--- src/rtl/stk_pkg.sv ---
package stk_pkg;

  typedef enum logic [2:0] {
    OP_PUSH = 3'd0,
    OP_POP  = 3'd1,
    OP_ADD  = 3'd2,
    OP_SUB  = 3'd3,
    OP_MUL  = 3'd4
  } op_e;

  typedef enum logic [1:0] {
    ST_IDLE = 2'd0,
    ST_RD   = 2'd1,
    ST_CAP  = 2'd2,
    ST_WR   = 2'd3
  } st_e;

  function automatic logic is_arith(input logic [2:0] op);
    return (op == OP_ADD) || (op == OP_SUB) || (op == OP_MUL);
  endfunction

endpackage

--- src/rtl/stk_store.sv ---
module stk_store #(
  parameter int DW    = 32,
  parameter int DEPTH = 8,
  parameter int IW    = 3
) (
  input  logic          clk,
  input  logic          we,
  input  logic [IW-1:0] waddr,
  input  logic [DW-1:0] wdata,
  input  logic [IW-1:0] ra_top,
  input  logic [IW-1:0] ra_nxt,
  output logic [DW-1:0] rd_top,
  output logic [DW-1:0] rd_nxt
);

  logic [DW-1:0] ent [DEPTH];

  for (genvar g = 0; g < DEPTH; g++) begin : g_ent
    always_ff @(posedge clk) begin
      if (we && (waddr == IW'(g))) ent[g] <= wdata;
    end
  end

  assign rd_top = ent[ra_top];
  assign rd_nxt = ent[ra_nxt];

endmodule

--- src/rtl/stk_alu.sv ---
module stk_alu #(
  parameter int DW = 32
) (
  input  logic [2:0]    op,
  input  logic [DW-1:0] top_w,
  input  logic [DW-1:0] nxt_w,
  output logic [DW-1:0] res
);
  import stk_pkg::*;

  logic [2*DW-1:0] prod;

  assign prod = top_w * nxt_w;

  always_comb begin
    case (op)
      OP_ADD:  res = top_w + nxt_w;
      OP_SUB:  res = top_w - nxt_w;
      OP_MUL:  res = prod[DW-1:0];
      default: res = '0;
    endcase
  end

endmodule

--- src/rtl/stk_ctrl.sv ---
module stk_ctrl #(
  parameter int DW    = 32,
  parameter int AW    = 8,
  parameter int DEPTH = 8,
  parameter int IW    = 3,
  parameter int CW    = 4
) (
  input  logic          clk,
  input  logic          rst,
  input  logic          instr_valid,
  input  logic [2:0]    instr_op,
  input  logic [AW-1:0] instr_addr,
  input  logic [DW-1:0] mem_rdata,
  input  logic [DW-1:0] top_w,
  input  logic [DW-1:0] alu_res,
  output logic          st_we,
  output logic [IW-1:0] st_waddr,
  output logic [DW-1:0] st_wdata,
  output logic [IW-1:0] ra_top,
  output logic [IW-1:0] ra_nxt,
  output logic          busy,
  output logic          overflow,
  output logic          underflow,
  output logic [AW-1:0] mem_addr,
  output logic          mem_rd_en,
  output logic          mem_wr_en,
  output logic [DW-1:0] mem_wdata
);
  import stk_pkg::*;

  st_e           state;
  logic [CW-1:0] cnt;
  logic [CW-1:0] cnt_m1;
  logic [CW-1:0] cnt_m2;
  logic          accept;
  logic          full;
  logic          has1;
  logic          has2;
  logic          arith_go;

  assign cnt_m1   = cnt - CW'(1);
  assign cnt_m2   = cnt - CW'(2);
  assign ra_top   = cnt_m1[IW-1:0];
  assign ra_nxt   = cnt_m2[IW-1:0];
  assign full     = (cnt == CW'(DEPTH));
  assign has1     = (cnt != '0);
  assign has2     = (cnt >= CW'(2));
  assign accept   = instr_valid && (state == ST_IDLE);
  assign arith_go = accept && is_arith(instr_op) && has2;

  // stack write port: captured memory word or arithmetic result
  always_comb begin
    st_we    = 1'b0;
    st_waddr = ra_nxt;
    st_wdata = alu_res;
    if (state == ST_CAP) begin
      st_we    = 1'b1;
      st_waddr = cnt[IW-1:0];
      st_wdata = mem_rdata;
    end else if (arith_go) begin
      st_we = 1'b1;
    end
  end

  always_ff @(posedge clk) begin
    if (rst) begin
      state     <= ST_IDLE;
      cnt       <= '0;
      busy      <= 1'b0;
      overflow  <= 1'b0;
      underflow <= 1'b0;
      mem_addr  <= '0;
      mem_rd_en <= 1'b0;
      mem_wr_en <= 1'b0;
      mem_wdata <= '0;
    end else begin
      case (state)
        ST_IDLE: begin
          if (accept) begin
            overflow  <= 1'b0;
            underflow <= 1'b0;
            case (instr_op)
              OP_PUSH: begin
                if (full) begin
                  overflow <= 1'b1;
                end else begin
                  mem_addr  <= instr_addr;
                  mem_rd_en <= 1'b1;
                  busy      <= 1'b1;
                  state     <= ST_RD;
                end
              end
              OP_POP: begin
                if (!has1) begin
                  underflow <= 1'b1;
                end else begin
                  mem_addr  <= instr_addr;
                  mem_wdata <= top_w;
                  mem_wr_en <= 1'b1;
                  busy      <= 1'b1;
                  cnt       <= cnt_m1;
                  state     <= ST_WR;
                end
              end
              OP_ADD, OP_SUB, OP_MUL: begin
                if (!has2) underflow <= 1'b1;
                else       cnt       <= cnt_m1;
              end
              default: ;
            endcase
          end
        end
        ST_RD: begin
          mem_rd_en <= 1'b0;
          state     <= ST_CAP;
        end
        ST_CAP: begin
          cnt   <= cnt + CW'(1);
          busy  <= 1'b0;
          state <= ST_IDLE;
        end
        ST_WR: begin
          mem_wr_en <= 1'b0;
          busy      <= 1'b0;
          state     <= ST_IDLE;
        end
        default: state <= ST_IDLE;
      endcase
    end
  end

  // read and write strobes never coincide
  p_rd_wr_excl_r2: assert property (@(posedge clk) disable iff (rst)
    !(mem_rd_en && mem_wr_en));

  // a read strobe is followed by a busy capture cycle without a second read
  p_rd_then_cap_r2: assert property (@(posedge clk) disable iff (rst)
    mem_rd_en |=> (busy && !mem_rd_en));

  // the stored count never exceeds the depth
  p_cnt_bound_r3: assert property (@(posedge clk) disable iff (rst)
    cnt <= CW'(DEPTH));

  // a refused push moves nothing
  p_no_overflow_r3: assert property (@(posedge clk) disable iff (rst)
    $rose(overflow) |-> ($stable(cnt) && !mem_rd_en));

  // a write strobe only while busy
  p_wr_busy_r4: assert property (@(posedge clk) disable iff (rst)
    mem_wr_en |-> busy);

  // a refusal for lack of words leaves the count alone
  p_udf_hold_r9: assert property (@(posedge clk) disable iff (rst)
    $rose(underflow) |-> ($stable(cnt) && !mem_wr_en));

  // nothing new is taken while busy, so the address holds
  p_busy_addr_r10: assert property (@(posedge clk) disable iff (rst)
    busy |=> $stable(mem_addr));

endmodule

--- src/rtl/stack_exec_unit.sv ---
module stack_exec_unit #(
  parameter int DW    = 32,
  parameter int AW    = 8,
  parameter int DEPTH = 8
) (
  input  logic          clk,
  input  logic          rst,
  input  logic          instr_valid,
  input  logic [2:0]    instr_op,
  input  logic [AW-1:0] instr_addr,
  output logic          busy,
  output logic          overflow,
  output logic          underflow,
  output logic [AW-1:0] mem_addr,
  output logic          mem_rd_en,
  output logic          mem_wr_en,
  output logic [DW-1:0] mem_wdata,
  input  logic [DW-1:0] mem_rdata
);

  localparam int IW = (DEPTH > 1) ? $clog2(DEPTH) : 1;
  localparam int CW = $clog2(DEPTH + 1);

  logic          st_we;
  logic [IW-1:0] st_waddr;
  logic [DW-1:0] st_wdata;
  logic [IW-1:0] ra_top;
  logic [IW-1:0] ra_nxt;
  logic [DW-1:0] top_w;
  logic [DW-1:0] nxt_w;
  logic [DW-1:0] alu_res;

  stk_store #(.DW(DW), .DEPTH(DEPTH), .IW(IW)) store_i (
    .clk    (clk),
    .we     (st_we),
    .waddr  (st_waddr),
    .wdata  (st_wdata),
    .ra_top (ra_top),
    .ra_nxt (ra_nxt),
    .rd_top (top_w),
    .rd_nxt (nxt_w)
  );

  stk_alu #(.DW(DW)) alu_i (
    .op    (instr_op),
    .top_w (top_w),
    .nxt_w (nxt_w),
    .res   (alu_res)
  );

  stk_ctrl #(.DW(DW), .AW(AW), .DEPTH(DEPTH), .IW(IW), .CW(CW)) ctrl_i (
    .clk         (clk),
    .rst         (rst),
    .instr_valid (instr_valid),
    .instr_op    (instr_op),
    .instr_addr  (instr_addr),
    .mem_rdata   (mem_rdata),
    .top_w       (top_w),
    .alu_res     (alu_res),
    .st_we       (st_we),
    .st_waddr    (st_waddr),
    .st_wdata    (st_wdata),
    .ra_top      (ra_top),
    .ra_nxt      (ra_nxt),
    .busy        (busy),
    .overflow    (overflow),
    .underflow   (underflow),
    .mem_addr    (mem_addr),
    .mem_rd_en   (mem_rd_en),
    .mem_wr_en   (mem_wr_en),
    .mem_wdata   (mem_wdata)
  );

endmodule

--- config.mk ---
export PLATFORM = sky130hd
export DESIGN_NAME = stack_exec_unit
export DESIGN_NICKNAME = d
export VERILOG_FILES = /design/src/rtl/stk_pkg.sv /design/src/rtl/stk_store.sv /design/src/rtl/stk_alu.sv /design/src/rtl/stk_ctrl.sv /design/src/rtl/stack_exec_unit.sv
export SDC_FILE = /design/constraint.sdc
export NUM_CORES = 2
export LEC_CHECK = 0
export ABC_AREA = 1
export BUFFER_PORTS_ARGS = -buffer_cell sky130_fd_sc_hd__buf_2
export CAP_MARGIN = 20
export CORE_AREA = 10 10 351 353
export DETAILED_ROUTE_END_ITERATION = 12
export DIE_AREA = 0 0 361 363
export HOLD_SLACK_MARGIN = 0.02
export PLACE_DENSITY_LB_ADDON = 0.05
export SKIP_LAST_GASP = 1
export SLEW_MARGIN = 20
export SYNTH_ARGS = -nofsm -noshare
export SYNTH_HDL_FRONTEND = slang
export SYNTH_SLANG_ARGS = --single-unit
--- constraint.sdc ---
create_clock -name clk -period 9.1 [get_ports clk]
set_clock_uncertainty 0.1 [all_clocks]
set_input_delay 1.365 -clock clk [delete_from_list [all_inputs] [get_ports clk]]
set_output_delay 1.365 -clock clk [all_outputs]
set_load 0.1 [all_outputs]
==> results.cfg <==
[detailed_routing]
firstDrtPassIters = 6
via_per_inst = 4.82
ant_nets = 0
routed_wl_um = 144000
post-route-drc-count = 0
vias = 29185
wl_per_cell_um = 23.7
initialDrtViolationCount = 2487

[worst_setup_path]
path_common_cell = fa_1
startpoint = ctrl_i.cnt[1]
critPathLaunchType = register
cp-end-kind = register
arrival_ps = 8990
rr_endpoint = store_i.ent[0][23]
crit_slowest_cell = fa_1
cp.required_ps = 9320
critPathMaxFanout = 34
r2r_slack_ps = 330
r2r_start = ctrl_i.cnt[1]
path_class = reg2reg
critical_path.max_stage_delay_ps = 530
r2r_cells = 33

[placed_design]
gp_congestion = 0.915
port_buffers = 90
hpwl_um = 112000
placed_cells = 5982

[synth]
synthCells = 4237
syn_nets = 4854
ys_ff_latch = 307
ys_types = 54
seq_area_frac_synth_pct = 26.0
syn_avg_cell_area_um2 = 7.90
syn_area_um2 = 33500
yosys_warnings = 0

[global_route]
grt.met3_usage_pct = 1.99
grt_pass1_wl_um = 209000
grt_util_met1_pct = 30.7
grt_max_degree = 87
overflow = 0
gr-usage-all-layers_pct = 21.8
grtUsageMet2_pct = 36.3
busiest_layer = met2
antenna_found_initial = 2
grt_pass1_vias = 29456

[floorplan]
die_h_um = 363
pin_count = 91
die_w_um = 361
core_um2 = 116000
rows = 125
die_area_um2 = 131000
start_util_pct = 28.9

[cells_and_area]
layout_common_cells = 1030 x nand2_1, 715 x inv_1, 477 x nor2_1, 409 x fa_1, 260 x buf_4
layout-drive-gt1-share_pct = 11.9
area_growth_pct = 18.1
layout.cells.non_filler = 6056
final_common_cell = nand2_1
fin_nets = 5118

[min_path]
whs_path_depth = 2
min_from = ctrl_i.mem_wr_en
hold_path_class = reg2reg
min_to = ctrl_i.mem_wr_en

[timing]
hold_viol = 0
worst_pin_slew_ps = 1120
min_period_over_period_pct = 96.3
whs_ps = 391
relSlewSlack_pct = 24.9
period_minus_slack_ps = 8770
rsz0062_at_grt = no
setup_viol = 0
slew_violations = 0
fmax_mhz = 114

[clock_tree]
clk_pin_slew_worst_paths_ps = 60
htreeDepth = 2
numCtsBuffers = 39
cts_root_buf = clkbuf_16
clock_latency_ps = 600
cts_tree = done
cts_buffer_depth = 3
cts_sinks = 307

[run_status]
status = completed

[job]
cap_violations = 0
==> layer usage <==
| metal | wire, µm | vias up |
|---|---|---|
| li1 | - | 13787 |
| met3 | 6320 | 133 |
| met1 | 67600 | 14494 |
| met5 | 0 | - |
| met2 | 67100 | 771 |
| met4 | 2760 | 0 |
==> Yosys cell counts, drive strengths merged <==
library cell | count | area [µm²]
xor2 | 41 | 359
dfxtp | 51 | 1020
fa | 409 | 8190
a21oi | 215 | 1080
and3 | 1 | 6.26
a21boi | 3 | 22.5
clkinv | 17 | 63.8
clkbuf | 87 | 327
a22o | 2 | 17.5
a22oi | 1 | 7.51
buf | 103 | 571
edfxtp | 256 | 7690
o31ai | 4 | 30.0
nor3 | 11 | 60.1
a211oi | 6 | 45.0
nand3 | 233 | 1170
nand4 | 7 | 50.1
a21o | 5 | 37.5
and2 | 4 | 25.0
nand2 | 1039 | 3920
o22a | 1 | 8.76
inv | 726 | 2730
o21bai | 3 | 22.5
o211ai | 47 | 358
o21ai | 226 | 1180
o21a | 6 | 45.0
a31oi | 43 | 269
o2111ai | 1 | 8.76
nor2 | 487 | 1840
o22ai | 1 | 6.26
nor4 | 8 | 56.3
nand3b | 6 | 45.0
o221ai | 1 | 8.76
a32oi | 1 | 8.76
ha | 162 | 2030
a2111oi | 1 | 8.76
or2 | 12 | 75.1
xnor2 | 10 | 87.6
==> kinds of logic after synthesis <==
family	after synthesis	share of synthesized area, %
fa+ha+maj	571	30.5
buf+inv	933	11.0
flops	307	26.0
xor+xnor	51	1.33
simple gates	1808	21.6
compound gates	567	9.45
==> critical path, delay by kind of cell (launching register included) <==
family,cells,cell delay (ps)
AO/OA/AOI/OAI,10,2130
flip-flops,1,360
AND/OR/NAND/NOR,2,250
buffers and inverters,11,1470
adder cells (fa/ha/maj),10,4150
==> layout make-up <==
type / count / area [µm²]
fillers: 12318 / 76400
clock buffers: 48 / 1050
multi-input cells: 2997 / 21200
well taps: 1524 / 1910
repair buffers: 413 / 3640
clock inverters: 22 / 164
diodes: 2 / 5.00
inverters: 743 / 2800
flip-flops and latches: 307 / 8720
==> repair_timing <==
item,CTS,global route
buffers inserted,0,2
gates resized for setup,3,16
pin swaps,0,1
setup endpoints to repair,24,64
hold buffers,0,0
gates cloned,0,0
==> state kept, by name, summed over array words and instances (netlist names) <==
register and flops:
ctrl_i.overflow 1, ctrl_i.state 2, ctrl_i.underflow 1, ctrl_i.mem_wdata 32
ctrl_i.cnt 4, ctrl_i.mem_addr 8, ctrl_i.mem_wr_en 1, store_i.ent 256
ctrl_i.mem_rd_en 1, ctrl_i.busy 1
==> worst max-delay path by stage <==
stage	end	slack, ps	depth (start not counted)
6_report	store_i.ent[0][23]	330	33
4_1_cts	store_i.ent[1][27]	30	36
2_1_floorplan	store_i.ent[0][29]	270	40
3_5_place_dp	store_i.ent[4][31]	-180	36
3_3_place_gp	store_i.ent[4][31]	-80	36
5_1_grt	store_i.ent[6][30]	20	32
==> stage by stage <==
step | cell area [µm²] | setup WS (ps) | setup TNS (ps) | utilization [%]
4_1_cts | 39400 | 25.4 | 0 | 34.0
5_1_grt | 39500 | 22.5 | 0 | 34.1
6_report | 39500 | 333 | 0 | 34.1
3_3_place_gp | 38200 | -75.4 | -649 | 33.0
3_5_place_dp | 38200 | -183 | -2430 | 33.0
2_1_floorplan | 33500 | 273 | 0 | -
Power is left out: the tool's default activity adds up to more than one toggle a clock period on the data nets, which glitch-free logic cannot reach.
